==> config.mk <==
export PLATFORM = sky130hd
export DESIGN_NAME = mash_noise_combiner
export DESIGN_NICKNAME = d
export VERILOG_FILES = /design/src/rtl/mash_comb_pkg.sv /design/src/rtl/mash_comb_datapath.sv /design/src/rtl/mash_comb_mask.sv /design/src/rtl/mash_comb_adapt.sv /design/src/rtl/mash_noise_combiner.sv
export SDC_FILE = /design/constraint.sdc
export NUM_CORES = 1
export LEC_CHECK = 0
export BUFFER_PORTS_ARGS = -buffer_cell sky130_fd_sc_hd__buf_2
export CAP_MARGIN = 20
export CORE_AREA = 4 4 128 130
export DETAILED_ROUTE_END_ITERATION = 16
export DIE_AREA = 0 0 132 134
export PLACE_DENSITY = 0.72
export SLEW_MARGIN = 20
export SYNTH_ARGS = -nofsm -noshare
export SYNTH_HDL_FRONTEND = slang
export SYNTH_SLANG_ARGS = --single-unit
==> constraint.sdc <==
create_clock -name clk -period 6.4 [get_ports clk]
set_input_delay 1.28 -clock clk [delete_from_list [all_inputs] [get_ports clk]]
set_output_delay 1.28 -clock clk [all_outputs]
set_load 0.05 [all_outputs]
==> src/rtl/mash_comb_pkg.sv <==
// Shared types for the noise-cancellation combiner.
// Assumes: the correlation sign is a two-bit signed value limited to -1, 0 and +1.
package mash_comb_pkg;
    typedef logic signed [1:0] corr_sign_t;
    localparam corr_sign_t SIGN_POS  = 2'sb01;
    localparam corr_sign_t SIGN_NEG  = 2'sb11;
    localparam corr_sign_t SIGN_ZERO = 2'sb00;
endpackage

==> src/rtl/mash_comb_datapath.sv <==
// Combines the two stage codes: a delayed first-stage code minus k times the
// second difference of the delayed second-stage code. Rounds half up and clips.
// Assumes: K_FRAC >= OUT_FRAC and k is unsigned with K_FRAC fractional bits.
module mash_comb_datapath #(
    parameter int S1_W     = 4,
    parameter int S2_W     = 4,
    parameter int K_W      = 12,
    parameter int K_FRAC   = 10,
    parameter int OUT_W    = 16,
    parameter int OUT_FRAC = 9,
    parameter int S1_DLY   = 2
) (
    input  logic                    clk,
    input  logic                    rst_n,
    input  logic signed [S1_W-1:0]  s1_code,
    input  logic signed [S2_W-1:0]  s2_code,
    input  logic        [K_W-1:0]   k_gain,
    output logic signed [OUT_W-1:0] y_q
);
    localparam int DROP   = K_FRAC - OUT_FRAC;
    localparam int F_W    = S2_W + 3;
    localparam int FULL_W = K_W + F_W + S1_W + 4;
    localparam logic signed [FULL_W-1:0] Y_MAX = FULL_W'((64'sd1 <<< (OUT_W - 1)) - 64'sd1);
    localparam logic signed [FULL_W-1:0] Y_MIN = -FULL_W'(64'sd1 <<< (OUT_W - 1));

    logic signed [S1_W-1:0]   s1_pipe [S1_DLY];
    logic signed [S2_W-1:0]   s2_hist [3];
    logic signed [F_W-1:0]    diff2;
    logic signed [FULL_W-1:0] prod, full, rnd;

    // Shift the first-stage delay line and the second-stage history.
    always_ff @(posedge clk) begin
        if (!rst_n) begin
            for (int i = 0; i < S1_DLY; i++) s1_pipe[i] <= '0;
            for (int j = 0; j < 3; j++)      s2_hist[j] <= '0;
        end else begin
            s1_pipe[0] <= s1_code;
            for (int i = 1; i < S1_DLY; i++) s1_pipe[i] <= s1_pipe[i-1];
            s2_hist[0] <= s2_code;
            s2_hist[1] <= s2_hist[0];
            s2_hist[2] <= s2_hist[1];
        end
    end

    // Second difference of the delayed second-stage code, then scaling and subtraction.
    always_comb begin
        diff2 = F_W'(s2_hist[0]) - (F_W'(s2_hist[1]) <<< 1) + F_W'(s2_hist[2]);
        prod  = FULL_W'($signed({1'b0, k_gain})) * FULL_W'(diff2);
        full  = (FULL_W'(s1_pipe[S1_DLY-1]) <<< K_FRAC) - prod;
    end

    // Rounding step: only present when fractional bits are dropped.
    generate
        if (DROP > 0) begin : g_round
            localparam logic signed [FULL_W-1:0] HALF = FULL_W'(64'sd1 <<< (DROP - 1));
            assign rnd = (full + HALF) >>> DROP;
        end else begin : g_exact
            assign rnd = full;
        end
    endgenerate

    // Register the clipped output word.
    always_ff @(posedge clk) begin
        if (!rst_n)           y_q <= '0;
        else if (rnd > Y_MAX) y_q <= Y_MAX[OUT_W-1:0];
        else if (rnd < Y_MIN) y_q <= Y_MIN[OUT_W-1:0];
        else                  y_q <= rnd[OUT_W-1:0];
    end
endmodule

==> src/rtl/mash_comb_mask.sv <==
// Builds the three-valued correlation window from the stimulus level.
// Each change opens a window that is nonzero from MASK_DLY to
// MASK_DLY+MASK_LEN-1 counts after the change. A later change restarts it.
// Assumes: MASK_DLY >= 1 and MASK_LEN >= 1.
module mash_comb_mask
    import mash_comb_pkg::*;
#(
    parameter int MASK_DLY = 2,
    parameter int MASK_LEN = 4
) (
    input  logic       clk,
    input  logic       rst_n,
    input  logic       stim_in,
    output corr_sign_t mask,
    output logic       stim_last
);
    localparam int LAST  = MASK_DLY + MASK_LEN - 1;
    localparam int CNT_W = $clog2(LAST + 2);
    localparam logic [CNT_W-1:0] C_DLY  = CNT_W'(MASK_DLY);
    localparam logic [CNT_W-1:0] C_LAST = CNT_W'(LAST);

    logic             running;
    logic [CNT_W-1:0] cnt;
    corr_sign_t       sgn;

    // Detect stimulus changes and step the window counter.
    always_ff @(posedge clk) begin
        if (!rst_n) begin
            stim_last <= 1'b0;
            running   <= 1'b0;
            cnt       <= '0;
            sgn       <= SIGN_ZERO;
        end else begin
            stim_last <= stim_in;
            if (stim_in != stim_last) begin
                running <= 1'b1;
                cnt     <= '0;
                sgn     <= stim_in ? SIGN_POS : SIGN_NEG;
            end else if (running) begin
                if (cnt == C_LAST) running <= 1'b0;
                else               cnt     <= cnt + 1'b1;
            end
        end
    end

    // Select the window sign while the counter is inside the active span.
    always_comb mask = (running && cnt >= C_DLY) ? sgn : SIGN_ZERO;
endmodule

==> src/rtl/mash_comb_adapt.sv <==
// Accumulates the output multiplied by the window sign. When the sum crosses
// the threshold it clears and steps the saturating code n. Produces k from n.
// Assumes: K_BASE and K_STEP keep k within 0 .. 2**K_W-1 over the whole range of n.
module mash_comb_adapt
    import mash_comb_pkg::*;
#(
    parameter int OUT_W  = 16,
    parameter int ACC_W  = 24,
    parameter int THRESH = 4096,
    parameter int N_W    = 8,
    parameter int K_W    = 12,
    parameter int K_BASE = 1024,
    parameter int K_STEP = 8
) (
    input  logic                    clk,
    input  logic                    rst_n,
    input  logic                    cal_en,
    input  corr_sign_t              mask,
    input  logic signed [OUT_W-1:0] y_q,
    input  logic signed [N_W-1:0]   n_init,
    output logic signed [N_W-1:0]   n_code,
    output logic        [K_W-1:0]   k_gain,
    output logic                    adj_up,
    output logic                    adj_dn
);
    localparam int KX_W = K_W + N_W + 2;
    localparam logic signed [ACC_W-1:0] T_POS = ACC_W'(THRESH);
    localparam logic signed [ACC_W-1:0] T_NEG = -ACC_W'(THRESH);
    localparam logic signed [N_W-1:0]   N_MAX = {1'b0, {(N_W-1){1'b1}}};
    localparam logic signed [N_W-1:0]   N_MIN = {1'b1, {(N_W-1){1'b0}}};

    logic signed [ACC_W-1:0] acc, corr, acc_nx;
    logic signed [KX_W-1:0]  k_wide;

    // Correlate the output with the window sign and detect threshold crossings.
    always_comb begin
        if (mask == SIGN_POS)      corr = ACC_W'(y_q);
        else if (mask == SIGN_NEG) corr = -ACC_W'(y_q);
        else                       corr = '0;
        acc_nx = acc + corr;
        adj_up = cal_en && (acc_nx >= T_POS);
        adj_dn = cal_en && (acc_nx <= T_NEG);
    end

    // Accumulate and reset; clear while adaptation is disabled.
    always_ff @(posedge clk) begin
        if (!rst_n || !cal_en)    acc <= '0;
        else if (adj_up || adj_dn) acc <= '0;
        else                       acc <= acc_nx;
    end

    // Step the control code by one, held at its signed limits.
    always_ff @(posedge clk) begin
        if (!rst_n)                        n_code <= n_init;
        else if (adj_up && n_code != N_MAX) n_code <= n_code + 1'b1;
        else if (adj_dn && n_code != N_MIN) n_code <= n_code - 1'b1;
    end

    // Map the code onto the gain.
    always_comb begin
        k_wide = KX_W'(K_BASE) + KX_W'(n_code) * KX_W'(K_STEP);
        k_gain = k_wide[K_W-1:0];
    end
endmodule

==> src/rtl/mash_noise_combiner.sv <==
// Top of the adaptive noise-cancellation combiner: output datapath,
// stimulus window generator and gain adaptation.
// Assumes: stim_in and cal_en are synchronous to clk.
module mash_noise_combiner
    import mash_comb_pkg::*;
#(
    parameter int S1_W     = 4,
    parameter int S2_W     = 4,
    parameter int K_W      = 12,
    parameter int K_FRAC   = 10,
    parameter int OUT_W    = 16,
    parameter int OUT_FRAC = 9,
    parameter int N_W      = 8,
    parameter int K_BASE   = 1024,
    parameter int K_STEP   = 8,
    parameter int ACC_W    = 24,
    parameter int THRESH   = 4096,
    parameter int MASK_DLY = 2,
    parameter int MASK_LEN = 4
) (
    input  logic                    clk,
    input  logic                    rst_n,
    input  logic signed [S1_W-1:0]  s1_code,
    input  logic signed [S2_W-1:0]  s2_code,
    input  logic                    stim_in,
    input  logic                    cal_en,
    input  logic signed [N_W-1:0]   n_init,
    output logic signed [OUT_W-1:0] y_out,
    output logic signed [N_W-1:0]   n_code,
    output logic        [K_W-1:0]   k_gain
);
    corr_sign_t mask_val;
    logic       stim_last;
    logic       adj_up, adj_dn;

    mash_comb_datapath #(
        .S1_W(S1_W), .S2_W(S2_W), .K_W(K_W), .K_FRAC(K_FRAC),
        .OUT_W(OUT_W), .OUT_FRAC(OUT_FRAC), .S1_DLY(2)
    ) u_dp (
        .clk(clk), .rst_n(rst_n), .s1_code(s1_code), .s2_code(s2_code),
        .k_gain(k_gain), .y_q(y_out)
    );

    mash_comb_mask #(.MASK_DLY(MASK_DLY), .MASK_LEN(MASK_LEN)) u_mask (
        .clk(clk), .rst_n(rst_n), .stim_in(stim_in),
        .mask(mask_val), .stim_last(stim_last)
    );

    mash_comb_adapt #(
        .OUT_W(OUT_W), .ACC_W(ACC_W), .THRESH(THRESH), .N_W(N_W),
        .K_W(K_W), .K_BASE(K_BASE), .K_STEP(K_STEP)
    ) u_adapt (
        .clk(clk), .rst_n(rst_n), .cal_en(cal_en), .mask(mask_val),
        .y_q(y_out), .n_init(n_init), .n_code(n_code), .k_gain(k_gain),
        .adj_up(adj_up), .adj_dn(adj_dn)
    );
endmodule

# Word level (Yosys, flattened, before mapping)
# Memory sizes are Yosys's and may differ from the RTL's.
# Index checks and enable logic that the tools add are counted.
# totals
register_bits	55
ram_bits	20
mem_count	2
# classes
add_sub_neg	10
multipliers	1
n_lt_le_gt_ge	5
eq_ne	7
mux	19
bitwise	7
n_reduce_logical	13
# mem_list
memory	words	word_bits	rd	rd_clocked_by_memory_dff	write_ports	line	text
u_dp.s2_hist	3	4	3	0	3	mash_comb_datapath.sv:27	logic signed [S2_W-1:0] s2_hist [3];
u_dp.s1_pipe	2	4	2	0	2	mash_comb_datapath.sv:26	logic signed [S1_W-1:0] s1_pipe [S1_DLY];
# op_table
operator	n
2-to-1 mux 24 bit	2
adder 27 x 2 -> 27 bit, second input constant	1
greater-than comparator 26 x 16 -> 1 bit, second input constant	1
less-than comparator 26 x 16 -> 1 bit, second input constant	1
adder 24 bit	1
>= comparator 24 x 14 -> 1 bit, second input constant	1
<= comparator 24 x 13 -> 1 bit, second input constant	1
2-to-1 mux 8 bit	3
negation 16 -> 24 bit	1
subtractor 14 x 20 -> 21 bit	1
multiplier 13 x 7 -> 20 bit	1
2-to-1 mux 4 bit	5
2-to-1 mux 16 bit	1
inequality test 8 bit, second input constant	2
2-to-1 mux 15 bit	1
adder 12 x 11 -> 12 bit, first input constant	1
adder 8 x 1 -> 8 bit, second input constant	1
subtractor 8 x 1 -> 8 bit, second input constant	1
adder 6 x 4 -> 7 bit	1
OR reduction 2 bit	3
subtractor 4 x 5 -> 6 bit	1
logical AND 1 bit	5
2-to-1 mux 1 bit	5
OR 1 bit	5
12 further kinds	16

# Depth between registers and ports, before layout
# Gate-level depths: netlist of run 1.
# logic_depth
word_depth	13
mapped_depth	27
depth_no_buf	26

# Cells and area by module
# A second synthesis of run 1 with hierarchy kept.
# hier_totals
hier_cells	1070
area_unflattened_um2	9091.2
# by_module_without_submodules
mod	n_inst	cells_per_inst	area_each_um2
mash_comb_datapath	1	612	5116.2
mash_comb_adapt	1	425	3649.8
mash_comb_mask	1	33	325.3

# Worst setup path before layout of run 1
# No wires, ideal clock.
# synth_path
kind	flip-flop to flip-flop
from	memory u_dp.s2_hist[0][3]
to	register u_dp.y_q[13]
setup_ns	0.133
arrival_time_ns	6.624
slack_ns	-0.357
path_stages_with_launch	28
path_buffers	1
synth_period_minus_slack_ns	6.757
cell_sequence	dfxtp_1 > inv_1 > fa_1 > inv_1 > ha_1 > inv_1 > o21bai_1 > nand2_1 > a31oi_1 > inv_1 > ha_1 > inv_1 > fa_1 > fa_1 > inv_1 > fa_1 > inv_1 > ha_1 > and3_1 > a22oi_1 > a21oi_1 > a41oi_1 > nor2b_1 > xnor2_1 > or4_1 > nand3_1 > buf_1 > o21ai_0
# synth_lines
item	line	text
start, declared	mash_comb_datapath.sv:27	
end signal, assigned	mash_comb_datapath.sv:65	else if (rnd > Y_MAX) y_q <= Y_MAX[OUT_W-1:0];
end signal, assigned	mash_comb_datapath.sv:66	else if (rnd < Y_MIN) y_q <= Y_MIN[OUT_W-1:0];
end signal, assigned	mash_comb_datapath.sv:67	else y_q <= rnd[OUT_W-1:0];
end, declared	mash_comb_datapath.sv:18	output logic signed [OUT_W-1:0] y_q

==> summary.md, run 1 <==
| Metric | Value |
|---|---|
| Outcome | completed |
| CTS tree | done |
| DRT Wirelength | 18.1 mm |
| DR vias/cell | 5.48 |
| Layout Utilization | 59.7% |
| Root buffer cell | clkbuf_16 |
| Gr ovfl total | 0 |
| Post-synth top area cell | dfxtp_1 |
| H-tree level count | 3 |
| Reg clk slew, reported paths | 60 ps |
| Top post-synthesis cells by area | dfxtp_1 (18%), ha_1 (14%), fa_1 (12%) |
| Core area | 15,100 sq um |
| Final nets | 1,122 |
| Syn Inst Count | 891 |
| Ant diodes | 0 |
| Most numerous cell in the Yosys netlist | inv_1 |
| Synth Flop Type | dfxtp_1 |
| RSZ-0062 raised after global routing | true |
| CTS Sinks | 74 |
| FP Rows | 45 |
| Period minus WS final | 6310 ps |
| Max cap viols | 0 |
| Seq cells post-synth | 74 |
| GRT Total Usage | 20.2% |
| DP Area | 8210 sq um |
| Worst Tran Pin Value | 742 ps |
| Worst slew margin | 50.1% |
| Synth async-reset ratio | 0% |
| Syn Area/Cell | 8.41 sq um |
| Flop2flop setup slack | 90 ps |
| Die Width | 132 um |
| Ys Warns | 0 |
| Starting Density | 49.5% |
| CP Launch Point | u_dp.s2_hist[0][10] |
| Global-route wire length before repair | 29.6 mm |
| FMAX | 0.159 GHz |
| Finish-stage setup viols | 0 |
| Kind of start point of the critical path | flip-flop |
| Worst r2r dst | u_dp.y_q[11] |
| Hold crit path type | flip-flop to flip-flop |
| Drt pass-1 iters | 5 |
| Top post-synthesis cells by count | inv_1 (114), ha_1 (83), dfxtp_1 (66) |
| Synthesized area | 7500 sq um |
| Vias after detailed routing | 6,395 |
| Final slew viol count | 0 |
| Worst R2R Start | u_dp.s2_hist[0][10] |
| Seq/Total Area, Yosys | 20.8% |
| Post-DRT Antenna Nets | 0 |
| Final worst-path cycle share | 98.5% |
| Crit-path max FO | 7 |
| Critical Path End | u_dp.y_q[11] |
| Full die area | 17,700 sq um |
| Inst Count DP | 1,139 |
| Worst EP arrival | 6530 ps |
| Die Ht | 134 um |
| Critical Path RT | 6630 ps |
| WS Path Type | flip-flop to flip-flop |
| Vias in the first global route | 6,298 |
| Synth cell types | 78 |
| Layout cell share with drive strength beyond 1 | 23.0% |
| Initial DRC count | 259 |
| Final instance area | 9050 sq um |
| Clk_lat worst skew | 340 ps |
| Num CTS Buffers | 9 |
| Port Buffers | 51 |
| Post-synth EDFFs | 8 |
| Largest net degree at the start of global routing | 42 |
| Wire per inst | 15.5 um |
| Hpwl dp | 13.7 mm |
| Hold Vio Cnt, Final | 0 |
| Maximum buffer depth of the clock tree | 2 |
| Filler cell count | 1,298 |
| Setup crit end kind | flip-flop |
| IO Pins | 56 |
| Synth top area share | 17.6% |
| Area Growth Syn to Fin | 20.7% |
| Clk_skew | 5.86 ps |
| GPL Wtd Cong | 0.955 |
| R2R cell count | 24 |
| Initial antenna violation count | 0 |
| Fin cells | 1,166 |
| # DRC | 0 |
| Hold Slack | 430 ps |
-- worst max-delay path: stages, from the launching register on --
cell	delay [ps]
dfxtp_1	310
inv_1	50
fa_1	540
inv_2	50
ha_4	300
a21oi_4	70
o21bai_4	190
xor2_4	270
nand2_2	110
fa_1	630
fa_1	460
fa_1	540
inv_1	50
fa_1	520
inv_1	60
ha_4	300
a21oi_1	90
a31oi_1	220
a21oi_2	80
a221o_1	410
xnor2_2	150
or4_4	430
nand3_4	120
clkbuf_16	160
o21ai_0	70
-- what timing repair did --
| action | in CTS | in global routing |
|---|---|---|
| setup endpoints to repair | 14 | 17 |
| pin swaps | 2 | 47 |
| hold buffers | 0 | 0 |
| cloned | 0 | 1 |
| buffers inserted | 1 | 10 |
| resized for setup | 14 | 87 |
-- per-stage QoR --
| step | setup slack (ps) | TNS (ps) |
|---|---|---|
| after floorplan | 10.2 | 0 |
| after global placement | -46.1 | -538 |
| after detailed placement | -167 | -1880 |
| after CTS | 13.2 | 0 |
| after global routing | -171 | -1300 |
| final | 93.8 | 0 |
-- placed cells by master (no fill, tap or decap), drive strengths merged, types with 28 or more instances in the layout --
cell type / count
inv: 117
fa: 46
nor2: 56
dfxtp: 66
and2: 46
ha: 83
o21ai: 50
a21oi: 52
xor2: 28
nand2: 59
buf: 109
-- metal layers --
metal  up-vias  GRT usage, %  wire [um]
met3        43          3.64        707
met1      3053          25.0       7840
met4         0          6.48        495
li1       3167             -          -
met5         -             0          0
met2       132          35.8       9070
-- flip-flops by register name (all words and copies together) (netlist names), 2 cells and up --
register,cells
u_adapt.acc,24
u_dp.y_q,15
u_dp.s2_hist,12
u_adapt.n_code,8
u_dp.s1_pipe,8
u_mask.cnt,3
u_mask.sgn,2
-- final cells by class --
class,count,area (sq um),area share (%)
multi-input cells,663,5780,63.9
clock buffers,9,225,2.49
flip-flops and latches,74,1570,17.4
repair buffers,110,748,8.27
inverters,115,432,4.77
clock inverters,7,51.3,0.567
well taps,188,235,2.60
-- kinds of logic after synthesis --
family	count (synthesis)	share of synthesized area, %
AND/OR/NAND/NOR	282	20.3
buffers and inverters	157	8.53
flip-flops	74	20.8
AO/OA/AOI/OAI	184	16.3
XOR/XNOR	55	6.63
adder cells (fa/ha/maj)	130	26.3
other	1	0.0500
multiplexers	8	1.15
-- worst min-delay path by stage --
stage / end / depth (start not counted) / startpoint
6_report: u_dp.s1_pipe[0][6] / 1 / u_dp.s1_pipe[0][2]
3_3_place_gp: u_dp.s1_pipe[0][4] / 1 / u_dp.s1_pipe[0][0]
2_1_floorplan: u_dp.s1_pipe[0][4] / 1 / u_dp.s1_pipe[0][0]
3_5_place_dp: u_dp.s1_pipe[0][6] / 1 / u_dp.s1_pipe[0][2]
4_1_cts: u_dp.s1_pipe[0][6] / 1 / u_dp.s1_pipe[0][2]
5_1_grt: u_dp.s1_pipe[0][5] / 1 / u_dp.s1_pipe[0][1]
Power of run 1 is not shown: default switching activity piles up to over one toggle a cycle in this logic, so the estimate is an artifact.
==> inputs of run 2 (changes only) <==
Settings changed: PLACE_DENSITY 0.72 to 0.76.
==> run 2 against run 1 <==
Against the previous run: cell count shrank 0.51%; utilization shrank 0.46 points; sequential share of layout area grew 0.14 points; via count grew 1.1%; setup slack lost 26 ps; non-clock buffer count shrank 6; clock-buffer cell count is the same; die area is the same; fmax shrank 0.41%.
==> summary.md, run 2 (synthesis results as in run 1) <==
| Metric | Value |
|---|---|
| Outcome | completed |
| Clk_lat worst skew | 350 ps (about the same) |
| Setup_tns | 0 ps (unchanged) |
| Biggest register | u_adapt.acc |
| CTS Sinks | 74 (unchanged) |
| WS Path Type | flip-flop to flip-flop |
| FP Rows | 45 (unchanged) |
| Kind of start point of the critical path | flip-flop |
| DP Area | 8180 sq um (-0.30%) |
| Final worst-path cycle share | 98.9% (+0.40 points) |
| Vias after detailed routing | 6,466 (+1.1%) |
| Setup crit end kind | flip-flop |
| Port Buffers | 51 (unchanged) |
| Placement Setup Slack | -164 ps (+3.22 ps) |
| Worst EP arrival | 6440 ps (-90 ps) |
| Worst Tran Pin Value | 764 ps (+22.7 ps) |
| Area Growth Syn to Fin | 19.8% |
| Hold crit path type | flip-flop to flip-flop |
| Grt met1 use | 23.8% (-1.2 points) |
| Final nets | 1,116 (-0.53%) |
| Die Ht | 134 um (unchanged) |
| Clk_skew | 5.90 ps (+0.0445 ps) |
| Crit-path max FO | 5 (-2) |
| # DRC | 0 (unchanged) |
| Reg clk slew, reported paths | 60 ps (about the same) |
| FMAX | 0.158 GHz (-0.41%) |
| R2R cell count | 26 (+8.3%) |
| Maximum buffer depth of the clock tree | 2 (unchanged) |
| GRT Total Usage | 19.9% (-0.34 points) |
| RSZ-0062 raised after global routing | true |
| Hold path depth | 1 (unchanged) |
| IO Pins | 56 (unchanged) |
| Period minus WS final | 6330 ps (+25.7 ps) |
| Core area | 15,100 sq um (unchanged) |
| Root buffer cell | clkbuf_16 |
| Most common cell after layout, fill and taps aside | inv_1 |
| Die Width | 132 um (unchanged) |
| Number of flip-flops in the largest register | 24 (unchanged) |
| Num CTS Buffers | 9 (unchanged) |
| Crit path top cell by count | or3_1 |
| Gr ovfl total | 0 (unchanged) |
| Top Registers | u_adapt.acc x24, u_dp.y_q x15, u_dp.s2_hist x12 |
| Drt pass-1 iters | 5 (unchanged) |
| Slowest cell on the critical path | or4_1 |
| Initial DRC count | 374 (+44%) |
| Hold Vio Cnt, Final | 0 (unchanged) |
| DR vias/cell | 5.57 (+1.6%) |
| Global-route wire length before repair | 29.0 mm (-2.3%) |
| Final slew viol count | 0 (unchanged) |
| Full die area | 17,700 sq um (unchanged) |
| Layout Utilization | 59.3% (-0.46 points) |
| Ant diodes | 0 (unchanged) |
| H-tree level count | 3 (unchanged) |
| Commonest cells after routing, fill and taps aside | inv_1 (105), ha_1 (72), dfxtp_1 (61) |
| WP buf/inv | 1 (-4) |
| Max cap viols | 0 (unchanged) |
| Initial antenna violation count | 0 (unchanged) |
| Worst setup margin | 68.1 ps (-25.7 ps) |
| Critical Path Stages | 26 (+8.3%) |
| Layout cell share with drive strength beyond 1 | 22.1% (-0.89 points) |
| Crit path largest cell delay | 530 ps (-100 ps) |
| GPL Wtd Cong | 0.959 (+0.42%) |
| Largest net degree at the start of global routing | 42 (unchanged) |
| Finish-stage setup viols | 0 (unchanged) |
| Crit path max-delay family | simple AND/OR/NAND/NOR gates |
| Hpwl dp | 13.7 mm (-0.44%) |
| Post-DRT Antenna Nets | 0 (unchanged) |
| CTS tree | done |
| Starting Density | 49.5% (unchanged) |
| GRT met3 Usage | 3.41% (-0.23 points) |
| Final instance area | 8980 sq um (-0.77%) |
| DRT Wirelength | 18.6 mm (+2.7%) |
| Most Used Layer, Global Route | met2 |
| Critical Path RT | 6500 ps (-130 ps) |
| Met2 Usage GRT | 36.1% (+0.23 points) |
| Worst slew margin | 49.0% (-1.1 points) |
| Wire per inst | 16.0 um (+3.3%) |
| Vias in the first global route | 6,313 (+0.24%) |
==> run 2: cell types whose count changed in the layout (fill, tap and decap cells not counted), moves of 3 or more <==
| cell | before | now |
|---|---|---|
| buf_4 | 54 | 47 |
| inv_1 | 111 | 105 |
| inv_2 | 3 | 9 |
| and2_1 | 40 | 44 |
| and2_4 | 6 | 2 |
| ha_4 | 11 | 8 |
| o21ai_1 | 15 | 18 |
==> run 2: cell type report <==
type                    count  area, sq um
fillers                  1285         6170
clock inverters             7         90.1
flip-flops and latches     74         1570
inverters                 115          432
repair buffers            104          707
clock buffers               9          225
well taps                 188          235
multi-input cells         663         5720
==> run 2: path summary, 6_finish.rpt <==
path	startpoint	to	slack, ps
worst max register to register	u_dp.y_q[8]	u_adapt.n_code[7]	70
worst max-delay path	u_dp.y_q[8]	u_adapt.n_code[7]	70
worst min register to register	u_dp.s1_pipe[0][1]	u_dp.s1_pipe[0][5]	430
worst min-delay path	u_dp.s1_pipe[0][1]	u_dp.s1_pipe[0][5]	430
==> run 2: timing repair <==
action,4_1_cts,5_1_grt
gates cloned,0,1
endpoints found under the setup margin,15,18
pin swaps,6,40
hold buffers,0,0
buffers inserted,0,9
resized for setup,16,82
==> run 2: metrics by stage <==
step                instances  hold slack (ps)
finish                   1160              433
global route             1160              448
CTS                      1150              432
detailed placement       1134              418
global placement         1134              413
floorplan                 894              412
==> run 2: per-layer routing <==
metal	wire length, um	share of wire (%)
met1	7610	41
met2	9690	52
met3	811	4.4
met4	508	2.7
met5	0	0
Power of run 2 is left out for the same reason.
